<file path="src/rtl/oneshot_pkg.sv">
package oneshot_pkg;

  // Synchronized view of the three control lines
  typedef struct packed {
    logic fall_trig;
    logic rise_trig;
    logic clear_n;
  } trig_lines_t;

  localparam int LINE_COUNT = $bits(trig_lines_t);

endpackage

</file>
<file path="src/rtl/oneshot_sync.sv">
module oneshot_sync #(
  parameter int WIDTH  = 3,
  parameter int STAGES = 2
) (
  input  logic             clk,
  input  logic             rst,
  input  logic [WIDTH-1:0] d,
  output logic [WIDTH-1:0] q
);

  logic [WIDTH-1:0] chain [STAGES];

  always_ff @(posedge clk) begin
    if (rst) chain[0] <= '0;
    else     chain[0] <= d;
  end

  for (genvar s = 1; s < STAGES; s++) begin : g_stage
    always_ff @(posedge clk) begin
      if (rst) chain[s] <= '0;
      else     chain[s] <= chain[s-1];
    end
  end

  assign q = chain[STAGES-1];

endmodule

</file>
<file path="src/rtl/oneshot_qualify.sv">
module oneshot_qualify
  import oneshot_pkg::*;
#(
  parameter int STAGES        = 2,
  parameter bit RELEASE_FIRES = 1'b1
) (
  input  logic        clk,
  input  logic        rst,
  input  trig_lines_t cur,
  output logic        fire,
  output logic        clear_act
);

  // The history is valid only once the sync chain and the prev register hold real data
  localparam int WARM_W = STAGES + 1;

  trig_lines_t       prev;
  logic [WARM_W-1:0] warm;
  logic              armed;
  logic              fall_hit, rise_hit, release_hit;

  always_ff @(posedge clk) begin
    if (rst) begin
      prev <= '0;
      warm <= '0;
    end else begin
      prev <= cur;
      warm <= {warm[WARM_W-2:0], 1'b1};
    end
  end

  assign armed     = warm[WARM_W-1];
  assign clear_act = ~cur.clear_n;

  assign fall_hit = prev.fall_trig & ~cur.fall_trig & cur.rise_trig;
  assign rise_hit = ~prev.rise_trig & cur.rise_trig & ~cur.fall_trig;

  if (RELEASE_FIRES) begin : g_release
    assign release_hit = ~prev.clear_n & ~cur.fall_trig & cur.rise_trig;
  end else begin : g_no_release
    assign release_hit = 1'b0;
  end

  assign fire = armed & cur.clear_n & (fall_hit | rise_hit | release_hit);

  AST_NO_FIRE_UNARMED: assert property (@(posedge clk) disable iff (rst)
    !warm[0] |-> !fire);

endmodule

</file>
<file path="src/rtl/oneshot_timer.sv">
module oneshot_timer #(
  parameter int CNT_W = 16
) (
  input  logic             clk,
  input  logic             rst,
  input  logic             clear,
  input  logic             fire,
  input  logic [CNT_W-1:0] width,
  output logic             pulse,
  output logic             pulse_n
);

  logic [CNT_W-1:0] cnt, cnt_nxt;

  always_comb begin
    if (clear)          cnt_nxt = '0;
    else if (fire)      cnt_nxt = width;
    else if (cnt != '0) cnt_nxt = cnt - 1'b1;
    else                cnt_nxt = cnt;
  end

  always_ff @(posedge clk) begin
    if (rst) begin
      cnt     <= '0;
      pulse   <= 1'b0;
      pulse_n <= 1'b1;
    end else begin
      cnt     <= cnt_nxt;
      pulse   <= (cnt_nxt != '0);
      pulse_n <= (cnt_nxt == '0);
    end
  end

  AST_CLEAR_WINS: assert property (@(posedge clk) disable iff (rst)
    clear |=> (cnt == '0) && !pulse);
  AST_LOAD_WIDTH: assert property (@(posedge clk) disable iff (rst)
    (fire && !clear) |=> cnt == $past(width));
  AST_COUNT_DOWN: assert property (@(posedge clk) disable iff (rst)
    (!fire && !clear && cnt != '0) |=> cnt == $past(cnt) - 1'b1);

endmodule

</file>
<file path="src/rtl/oneshot_retrig.sv">
module oneshot_retrig
  import oneshot_pkg::*;
#(
  parameter int CNT_W         = 16,
  parameter int SYNC_STAGES   = 2,
  parameter bit RELEASE_FIRES = 1'b1
) (
  input  logic             clk,
  input  logic             rst,
  input  logic             fall_trig_i,
  input  logic             rise_trig_i,
  input  logic             clear_n_i,
  input  logic [CNT_W-1:0] width_i,
  output logic             pulse_o,
  output logic             pulse_n_o
);

  trig_lines_t raw, synced;
  logic        fire, clear_act;

  assign raw = '{fall_trig: fall_trig_i, rise_trig: rise_trig_i, clear_n: clear_n_i};

  oneshot_sync #(
    .WIDTH  (LINE_COUNT),
    .STAGES (SYNC_STAGES)
  ) u_sync (
    .clk (clk),
    .rst (rst),
    .d   (raw),
    .q   (synced)
  );

  oneshot_qualify #(
    .STAGES        (SYNC_STAGES),
    .RELEASE_FIRES (RELEASE_FIRES)
  ) u_qualify (
    .clk       (clk),
    .rst       (rst),
    .cur       (synced),
    .fire      (fire),
    .clear_act (clear_act)
  );

  oneshot_timer #(
    .CNT_W (CNT_W)
  ) u_timer (
    .clk     (clk),
    .rst     (rst),
    .clear   (clear_act),
    .fire    (fire),
    .width   (width_i),
    .pulse   (pulse_o),
    .pulse_n (pulse_n_o)
  );

  AST_OUT_COMPLEMENT: assert property (@(posedge clk) disable iff (rst)
    pulse_o != pulse_n_o);
  AST_RISE_NEEDS_FIRE: assert property (@(posedge clk) disable iff (rst)
    $rose(pulse_o) |-> $past(fire));

endmodule

</file>
<file path="config.mk">
export PLATFORM = sky130hd
export DESIGN_NAME = oneshot_retrig
export DESIGN_NICKNAME = d
export VERILOG_FILES = /design/src/rtl/oneshot_pkg.sv /design/src/rtl/oneshot_sync.sv /design/src/rtl/oneshot_qualify.sv /design/src/rtl/oneshot_timer.sv /design/src/rtl/oneshot_retrig.sv
export SDC_FILE = /design/constraint.sdc
export NUM_CORES = 1
export LEC_CHECK = 0
export ABC_AREA = 1
export CAP_MARGIN = 20
export CELL_PAD_IN_SITES_DETAIL_PLACEMENT = 0
export CELL_PAD_IN_SITES_GLOBAL_PLACEMENT = 1
export CORE_MARGIN = 8
export CORE_UTILIZATION = 34
export CTS_CLUSTER_SIZE = 24
export DETAILED_ROUTE_END_ITERATION = 8
export PLACE_DENSITY_LB_ADDON = 0.3
export SETUP_SLACK_MARGIN = 0.4
export SKIP_CTS_REPAIR_TIMING = 1
export SLEW_MARGIN = 20
export SYNTH_ARGS = -nofsm -noshare
export SYNTH_HDL_FRONTEND = slang
export SYNTH_SLANG_ARGS = --single-unit
</file>
<file path="constraint.sdc">
create_clock -name clk -period 1.6 [get_ports clk]
set_input_delay 0.16 -clock clk [delete_from_list [all_inputs] [get_ports clk]]
set_output_delay 0.16 -clock clk [all_outputs]
set_load 0.05 [all_outputs]
</file>
==> results of run 1 <==
-- critical path, stage by stage (launching register included) --
cell and delay (ps):
dfxtp_2 340, inv_4 70, ha_4 140, nand2_2 60
nor2_4 180, nand2_4 140, nand3_2 100, nand2_2 50
nand2_2 70, nand2_2 60, nor2_2 140, nand2_1 100
nor2_1 90, nor2_1 40
-- worst paths after layout --
path,from,end,slack (ps),depth (start not counted)
max,u_timer.cnt[1],u_timer.pulse,-90,13
min,fall_trig_i,u_sync.chain[0][2],390,3
max reg2reg,u_timer.cnt[1],u_timer.pulse,-90,13
min reg2reg,u_sync.chain[0][1],u_sync.chain[1][1],400,2
-- cell usage after synthesis, drive strengths merged --
cell type / n / share of area (%)
nand2: 76 / 17
dfxtp: 30 / 34
nand3b: 1 / 0.43
nand3: 29 / 11
clkbuf: 4 / 0.86
nand4: 2 / 1.6
o21bai: 3 / 1.3
or2: 8 / 2.9
o21ai: 12 / 3.4
inv: 37 / 7.9
buf: 5 / 2.2
xor2: 1 / 0.50
ha: 2 / 1.4
nor2: 61 / 15
-- final cells by class --
cell class / instances / area [um2]
clock buffer: 6 / 82.6
clock inverter: 2 / 12.5
fill: 497 / 2310
inverter: 37 / 146
multi-input combinational: 199 / 1220
sequential: 30 / 612
tap: 70 / 87.6
timing repair buffer: 64 / 566
-- kinds of logic after synthesis --
logic type      Yosys count  share of synthesized area, %
buf+inv                  46                          11.0
fa+ha+maj                 2                          1.43
compound gates           15                          4.72
simple gates            177                          48.0
xor+xnor                  1                         0.501
flops                    30                          34.3
-- sequential cells by signal, summed over array words and instances (netlist names) --
signal / flops
u_timer.pulse_n: 1
u_qualify.warm: 3
u_sync.chain: 6
u_timer.cnt: 16
u_timer.pulse: 1
u_qualify.prev: 3
-- placed cells by master, fill, tap and decap left out --
cell             count
nand2_1             53
buf_4               37
nor2_1              34
inv_1               33
dfxtp_1             21
nand2_2             20
clkdlybuf4s50_1     20
nor2_2              18
nand3_2             15
nand3_1             14
nor2_4               9
dfxtp_2              9
o21ai_0              6
clkbuf_8             6
buf_6                6
o21ai_1              5
nand2_4              4
or2_2                4
inv_4                3
o21bai_1             3
nand4_4              3
or2_4                2
or2_0                2
ha_4                 2
inv_2                1
nand3b_1             1
xor2_1               1
o21ai_2              1
nand4_1              1
clkinv_2             1
clkinvlp_4           1
nand4_2              1
buf_12               1
-- stage by stage --
stage	instance area [um2]	worst slack, ps	power (W)	utilization (%)
2_1_floorplan	1800	65.1	0.00143	-
3_3_place_gp	2320	-296	0.00166	46.1
3_5_place_dp	2320	-296	0.00166	46.1
4_1_cts	2420	-300	0.00230	47.9
5_1_grt	2730	-237	0.00263	54.1
6_report	2730	-86.3	0.00246	54.1
-- per-layer routing --
metal | routed length (um) | share of wire (%) | global-route usage (%) | vias up
met2 | 2600 | 51 | 20.9 | 24
met1 | 2270 | 44 | 16.3 | 842
met5 | 0 | 0 | 0 | -
li1 | - | - | - | 981
met4 | 80 | 1.6 | 3.75 | 0
met3 | 166 | 3.2 | 3.66 | 7
-- report_power, final --
part	total, W	leakage, nW	switching, W	internal (W)
registers	0.000823	0.249	0.0000301	0.000793
clock network	0.000643	0.0472	0.000298	0.000345
logic	0.000990	1.09	0.000586	0.000405
total	0.00246	1.38	0.000914	0.00154
==> flow_metrics.env, run 1 <==
export IMPL_postRouteAntennaNets=0
export IMPL_violations="setup timing"
export IMPL_synth_distinct_cells=26
export IMPL_worst_setup_path_start_kind="flop"
export IMPL_skew_ps=4.89
export IMPL_nets=360
export IMPL_hold_viol=0
export IMPL_gp_congestion=0.792
export IMPL_grt_overflow_total=0
export IMPL_yosysSeqAreaShare_pct=34.3
export IMPL_setup_violations=2
export IMPL_cp_required_ps=1780
export IMPL_slew_headroom_pct=74.1
export IMPL_wl_per_cell_um=12.5
export IMPL_vias=1854
export IMPL_hp_class="input port to flop"
export IMPL_dp_hpwl_um=3470
export IMPL_drive_gt1_share_pct=42.6
export IMPL_power_per_cell_area_nw_per_um2=901
export IMPL_place_inst=389
export IMPL_die_area_um2=7700
export IMPL_cts_root_buf="clkbuf_8"
export IMPL_grt_pass1_wl_um=7850
export IMPL_antenna_found_initial=0
export IMPL_clkSinkCount=30
export IMPL_vdd_ir_drop_max_mv=0.845
export IMPL_drc=0
export IMPL_worstMarginPinSlew_ps=388
export IMPL_max_freq_mhz=593
export IMPL_core_um2=5040
export IMPL_clk_pin_slew_ps=70
export IMPL_via_per_inst=4.54
export IMPL_crit_fanout=8
export IMPL_area_delta_synth_final_pct=55.9
export IMPL_critPathKind="flop to flop"
export IMPL_maxSlewViolCount=0
export IMPL_clockBufferDepth=2
export IMPL_synth_nets=294
export IMPL_period_needed_ps=1690
export IMPL_setup_worst_path_end_class="flop"
export IMPL_wl_um=5110
export IMPL_grt_max_degree=29
export IMPL_antenna_cells=0
export IMPL_holdWs_ps=390
export IMPL_yosys_warnings=0
export IMPL_maxCapViolCount=0
export IMPL_ys_ff_latch=30
export IMPL_ioPinCount=23
export IMPL_tns_ps=-124
export IMPL_rsz0062_at_grt="yes"
export IMPL_p_leak_nw=1.38
export IMPL_grt_pass1_vias=1703
export IMPL_clock_latency_ps=280
export IMPL_grtUsageTotal_pct=13.0
export IMPL_synth_area_per_cell_um2=6.45
export IMPL_dr_pass1_iters=4
export IMPL_outcome="complete, but fails checks"
export IMPL_instances_no_fill=408
export IMPL_core_rowCount=26
export IMPL_initial_core_util_pct=34.7
export IMPL_setup_ws_ps=-86.3
export IMPL_htreeDepth=2
export IMPL_die_y_um=87.7
export IMPL_port_buffers=22
export IMPL_syn_inst=271
export IMPL_cts_tree="built"
export IMPL_period_share_pct=105
export IMPL_drt_iter0_markers=73
export IMPL_fp_dieW_um=87.7
export IMPL_mappedNetlistArea_um2=1750
export IMPL_numCtsBuffers=5
export IMPL_cp_arrival_ps=1860
(Power assumes the default switching activity.)
==> run 2, diff against run 1 <==
- SETUP_SLACK_MARGIN: 0.4 -> default
==> run 2 against run 1 <==
Against the previous run:
- power is 1.6% lower
- clock-buffer cell count is 1 lower
- maximum frequency is 5.6% lower
- highest routed layer unchanged
- combinational power is 0.9% lower
- sequential power is 0.9% lower
- via count is 4.9% lower
- die area stayed put
- the flow still finishes with violations (setup timing)
- routed wire length is 9.4% lower
- clock skew is 1.3 ps lower
==> flow_metrics.env, run 2 (synthesis gave the netlist of run 1 again) <==
export IMPL_met1_usage_pct=15.2
export IMPL_fp_dieW_um=87.7
export IMPL_antenna_cells=0
export IMPL_skew_ps=3.60
export IMPL_pwr_share_seq_pct=33.7
export IMPL_crit_fanout=8
export IMPL_cpPeakStageDelay_ps=360
export IMPL_nets=366
export IMPL_pre_cts_ws_ps=-229
export IMPL_p_leak_nw=1.39
export IMPL_grt_use_met2_pct=20.4
export IMPL_max_freq_mhz=560
export IMPL_reg_largest_list="u_timer.cnt: 16 flops, u_sync.chain: 6 flops"
export IMPL_clock_latency_ps=290
export IMPL_drc=0
export IMPL_drive_gt1_share_pct=35.2
export IMPL_post_route_util_pct=52.5
export IMPL_grtUsageTotal_pct=12.6
export IMPL_area_delta_synth_final_pct=51.4
export IMPL_wl_per_cell_um=11.2
export IMPL_htreeDepth=2
export IMPL_grt_overflow_total=0
export IMPL_die_y_um=87.7
export IMPL_rsz0062_at_grt="yes"
export IMPL_numCtsBuffers=5
export IMPL_setup_worst_path_end_class="flop"
export IMPL_ioPinCount=23
export IMPL_layout_commonest_cell="nand2_1"
export IMPL_cp_required_ps=1790
export IMPL_netSwitchingFraction_pct=37.3
export IMPL_layout_common_cells="nand2_1 (67), buf_4 (51), nor2_1 (42)"
export IMPL_vias=1764
export IMPL_violations="setup timing"
export IMPL_clkSinkCount=30
export IMPL_antenna_found_initial=0
export IMPL_vdd_ir_drop_max_mv=0.582
export IMPL_grt_pass1_vias=1619
export IMPL_grt_pass1_wl_um=7460
export IMPL_cp_top_family="simple AND/OR/NAND/NOR gates"
export IMPL_path_buf_inv=2
export IMPL_clk_pin_slew_ps=70
export IMPL_setup_ws_ps=-187
export IMPL_core_rowCount=26
export IMPL_core_um2=5040
export IMPL_initial_core_util_pct=34.7
export IMPL_critPathSlowestCell="dfxtp_4"
export IMPL_cp_arrival_ps=1980
export IMPL_gp_congestion=0.802
export IMPL_clockBufferDepth=2
export IMPL_worst_setup_path_start_kind="flop"
export IMPL_r2r_slack_ps=-190
export IMPL_worstMarginPinSlew_ps=225
export IMPL_grt_max_degree=30
export IMPL_via_per_inst=4.26
export IMPL_grt_use_met3_pct=3.38
export IMPL_cts_root_buf="clkbuf_8"
export IMPL_outcome="complete, but fails checks"
export IMPL_largest_reg_flops=16
export IMPL_dr_pass1_iters=4
export IMPL_setup_violations=3
export IMPL_cts_tree="built"
export IMPL_worst_path_most_repeated_cell="nor2_1"
export IMPL_grt_busiest_layer="met2"
export IMPL_dp_hpwl_um=3470
export IMPL_die_area_um2=7700
export IMPL_maxSlewViolCount=0
export IMPL_postRouteAntennaNets=0
export IMPL_largest_register="u_timer.cnt"
export IMPL_combPwrFrac_pct=40.6
export IMPL_hold_viol=0
export IMPL_intPower_w=0.00152
export IMPL_period_share_pct=112
export IMPL_p_sw_w=0.000903
export IMPL_slew_headroom_pct=85.0
export IMPL_drt_iter0_markers=83
export IMPL_hp_class="input port to flop"
export IMPL_period_needed_ps=1790
export IMPL_clkPwrFrac_pct=25.7
export IMPL_maxCapViolCount=0
export IMPL_power_per_cell_area_nw_per_um2=913
export IMPL_wl_um=4630
export IMPL_port_buffers=22
export IMPL_critPathKind="flop to flop"
export IMPL_crit_chain="inv_4, ha_4, nand2_4, nor2_4, nand2_8, buf_6, nand3_2, nand2_1, nand2_2, nand2_2, nor2_1, nand2_1, nor2_1, nor2_1"
[run 2: cell type report]
class | instances | area, um2
fillers | 496 | 2390
multi-input cells | 196 | 1100
clock buffers | 5 | 68.8
clock inverters | 3 | 21.3
inverters | 37 | 144
well taps | 70 | 87.6
repair buffers | 73 | 614
flip-flops and latches | 30 | 611
[run 2: worst register-to-register path: cells and delay by family, from the launching register on]
kind	cells	cell delay [ps]
AND/OR/NAND/NOR	11	970
buffers and inverters	2	200
adder cells (fa/ha/maj)	1	150
flip-flops	1	360
[run 2: metal layers]
layer / vias to the layer above / share of wire [%]
met4: 0 / 1.7
met1: 754 / 48
met3: 7 / 4.5
met2: 30 / 46
li1: 973 / -
met5: - / 0
[run 2: path summary, 6_finish.rpt]
| kind | end | cells past startpoint | startpoint |
|---|---|---|---|
| max | u_timer.pulse | 14 | u_timer.cnt[1] |
| min | u_sync.chain[0][0] | 3 | clear_n_i |
| max reg2reg | u_timer.pulse | 14 | u_timer.cnt[1] |
| min reg2reg | u_sync.chain[1][2] | 2 | u_sync.chain[0][2] |
[run 2: power by group through the flow]
stage               registers, W  logic [W]  clock network, W
CTS                     0.000813   0.000883          0.000637
global placement        0.000830   0.000881                 0
floorplan               0.000898   0.000526                 0
global route            0.000820    0.00109          0.000661
finish                  0.000816   0.000981          0.000622
detailed placement      0.000828   0.000878                 0
[run 2: through the flow]
| step | cells | hold WS, ps | setup TNS, ps | total power, W | instance area, um2 |
|---|---|---|---|---|---|
| 2_1_floorplan | 271 | 267 | 0 | 0.00142 | 1770 |
| 3_5_place_dp | 399 | 394 | -388 | 0.00171 | 2370 |
| 5_1_grt | 414 | 406 | -654 | 0.00258 | 2650 |
| 4_1_cts | 407 | 392 | -441 | 0.00233 | 2460 |
| 3_3_place_gp | 399 | 390 | -402 | 0.00171 | 2370 |
| 6_report | 414 | 395 | -305 | 0.00242 | 2650 |
==> run 3, diff against run 2 <==
- ABC_AREA: 1 -> default
- CORE_UTILIZATION: 34 -> 36
- CTS_CLUSTER_SIZE: 24 -> 14
==> run 3 against run 2 <==
Against the previous run:
- the run still ends with setup timing left
- via count down 7.7%
- register-to-register slack got worse by 720 ps
- routed wire length up 4.3%
- synthesized area fell by 12%
- sequential power decreased by 6.6%
- maximum frequency decreased by 29%
- utilization grew 8.0 points
- critical path depth is 7 lower
- global-route usage grew 2.2 points
- first-iteration DRC count is 30% higher
- largest cell class unchanged
==> flow_metrics.env, run 3 <==
export IMPL_crit_fanout=5
export IMPL_synth_most_common_cell="dfxtp_1"
export IMPL_mappedNetlistArea_um2=1550
export IMPL_outcome="complete, but fails checks"
export IMPL_via_per_inst=5.36
export IMPL_gp_congestion=0.854
export IMPL_cts_root_buf="clkbuf_8"
export IMPL_p_leak_nw=1.04
export IMPL_vias=1629
export IMPL_grtUsageTotal_pct=14.8
export IMPL_largest_reg_flops=16
export IMPL_antenna_cells=0
export IMPL_maxCapViolCount=0
export IMPL_critPathSlowestCell="or4_4"
export IMPL_grt_pass1_wl_um=7510
export IMPL_path_depth=7
export IMPL_core_um2=4230
export IMPL_dp_hpwl_um=3500
export IMPL_power_per_cell_area_nw_per_um2=598
export IMPL_syn_inst=174
export IMPL_worst_setup_path_start_kind="flop"
export IMPL_wl_per_cell_um=15.9
export IMPL_hp_class="input port to flop"
export IMPL_cts_tree="built"
export IMPL_port_buffers=22
export IMPL_ys_ff_latch=30
export IMPL_cp_arrival_ps=2680
export IMPL_area_delta_synth_final_pct=65.8
export IMPL_yosys_warnings=0
export IMPL_hold_viol=0
export IMPL_clk_pin_slew_ps=70
export IMPL_clock_latency_ps=290
export IMPL_slew_headroom_pct=69.3
export IMPL_largest_register="u_timer.cnt"
export IMPL_setup_worst_path_end_class="flop"
export IMPL_setup_ws_ps=-902
export IMPL_drc=0
export IMPL_core_rowCount=24
export IMPL_synth_edf_count=0
export IMPL_synth_top_cell_area_share_pct=38.9
export IMPL_antenna_found_initial=0
export IMPL_numCtsBuffers=5
export IMPL_reg2reg_depth=7
export IMPL_grt_pass1_vias=1613
export IMPL_ys_async_sr_fraction_pct=0
export IMPL_drive_gt1_share_pct=45.6
export IMPL_maxSlewViolCount=0
export IMPL_holdWs_ps=430
export IMPL_worst_path_most_repeated_cell="or4_4"
export IMPL_vdd_ir_drop_max_mv=0.492
export IMPL_synth_area_per_cell_um2=8.88
export IMPL_grt_max_degree=14
export IMPL_worstMarginPinSlew_ps=455
export IMPL_crit_chain="or4_4, or4_4, mux2_4, a21oi_2, a2111oi_2, and4_4, a31o_1"
export IMPL_synth_nets=197
export IMPL_clkSinkCount=30
export IMPL_min_path_cells=2
export IMPL_fp_dieW_um=81.5
export IMPL_cp_top_family="simple AND/OR/NAND/NOR gates"
export IMPL_wl_um=4830
export IMPL_htreeDepth=2
export IMPL_die_y_um=81.5
export IMPL_period_needed_ps=2500
export IMPL_synth_distinct_cells=47
export IMPL_rsz0062_at_grt="yes"
export IMPL_synth_top_cell_by_area="dfxtp_1"
export IMPL_cp_required_ps=1780
export IMPL_layout_common_cells="buf_4 (53), dfxtp_1 (24), clkdlybuf4s50_1 (20)"
export IMPL_critPathKind="flop to flop"
export IMPL_clockBufferDepth=2
export IMPL_nets=274
export IMPL_period_share_pct=156
export IMPL_die_area_um2=6640
export IMPL_yosysSeqAreaShare_pct=38.9
export IMPL_violations="setup timing"
export IMPL_dr_pass1_iters=4
export IMPL_synth_common_cells="dfxtp_1 (30), nor2_1 (14), a21oi_1 (11), nor2b_1 (10), o21ai_0 (8)"
export IMPL_grt_overflow_total=0
export IMPL_path_buf_inv=0
export IMPL_initial_core_util_pct=36.5
export IMPL_layout_commonest_cell="buf_4"
export IMPL_skew_ps=7.47
export IMPL_reg_largest_list="u_timer.cnt: 16 flops, u_sync.chain: 6 flops"
export IMPL_synthTopCellsByArea="dfxtp_1 (39%), nor2b_1 (4.0%), xnor2_1 (4.0%)"
export IMPL_drt_iter0_markers=108
export IMPL_cpPeakStageDelay_ps=600
export IMPL_ioPinCount=23
export IMPL_max_freq_mhz=400
export IMPL_pre_cts_ws_ps=-899
export IMPL_synthFlopType="dfxtp_1"
export IMPL_postRouteAntennaNets=0
export IMPL_setup_violations=18
run 3: cell types whose count changed in the layout (fill, tap and decap cells not counted), sizes merged, moves of 10 or more:
cell	delta
nand2	-71
nor2	-47
inv	-32
nand3	-25
a21oi	+12
nor2b	+10
run 3: final timing paths:
check,endpoint,slack [ps],from
worst max-delay path,u_timer.pulse_n,-900,u_timer.cnt[11]
worst min-delay path,u_sync.chain[0][2],430,fall_trig_i
worst max register to register,u_timer.pulse_n,-900,u_timer.cnt[11]
worst min register to register,u_sync.chain[1][1],440,u_sync.chain[0][1]
run 3: kinds of logic (layout without fill, tap and decap cells):
| logic type | Yosys count | in the layout | synth area share (%) |
|---|---|---|---|
| buf+inv | 16 | 94 | 5.42 |
| fa+ha+maj | 2 | 2 | 1.62 |
| xor+xnor | 10 | 10 | 5.67 |
| simple gates | 73 | 73 | 27.4 |
| flops | 30 | 30 | 38.9 |
| mux | 2 | 2 | 1.62 |
| compound gates | 41 | 41 | 19.4 |
run 3: per-layer routing:
layer  vias up  track usage, %  part of all wire (%)
li1        787               -                     -
met3        16            3.94                   6.7
met5         -               0                     0
met4         0            8.21                   3.1
met1       767            16.8                    40
met2        59            24.7                    51
run 3: layout make-up:
cell class,instances,area (um2)
fillers,336,1670
multi-input cells,128,1090
repair buffers,80,677
flip-flops and latches,30,611
clock buffers,6,82.6
well taps,52,65.1
inverters,6,25.0
clock inverters,2,12.5
run 3: where the power goes:
group	switching [W]	internal [W]
Sequential	0.00000367	0.000759
Combinational	0.0000472	0.0000779
Clock	0.000300	0.000345
Total	0.000351	0.00118
run 3: metrics by stage:
step                      cell area, um2  TNS, ps  utilization (%)  std cells  total power (W)
final                               2560    -8450             60.5        304          0.00153
after global routing                2560    -9850             60.5        304          0.00159
after CTS                           2330    -8360             55.0        298          0.00154
after detailed placement            2230    -7990             52.8        290         0.000896
after global placement              2230    -7500             52.8        290         0.000894
after floorplan                     1630    -5920                -        174         0.000818
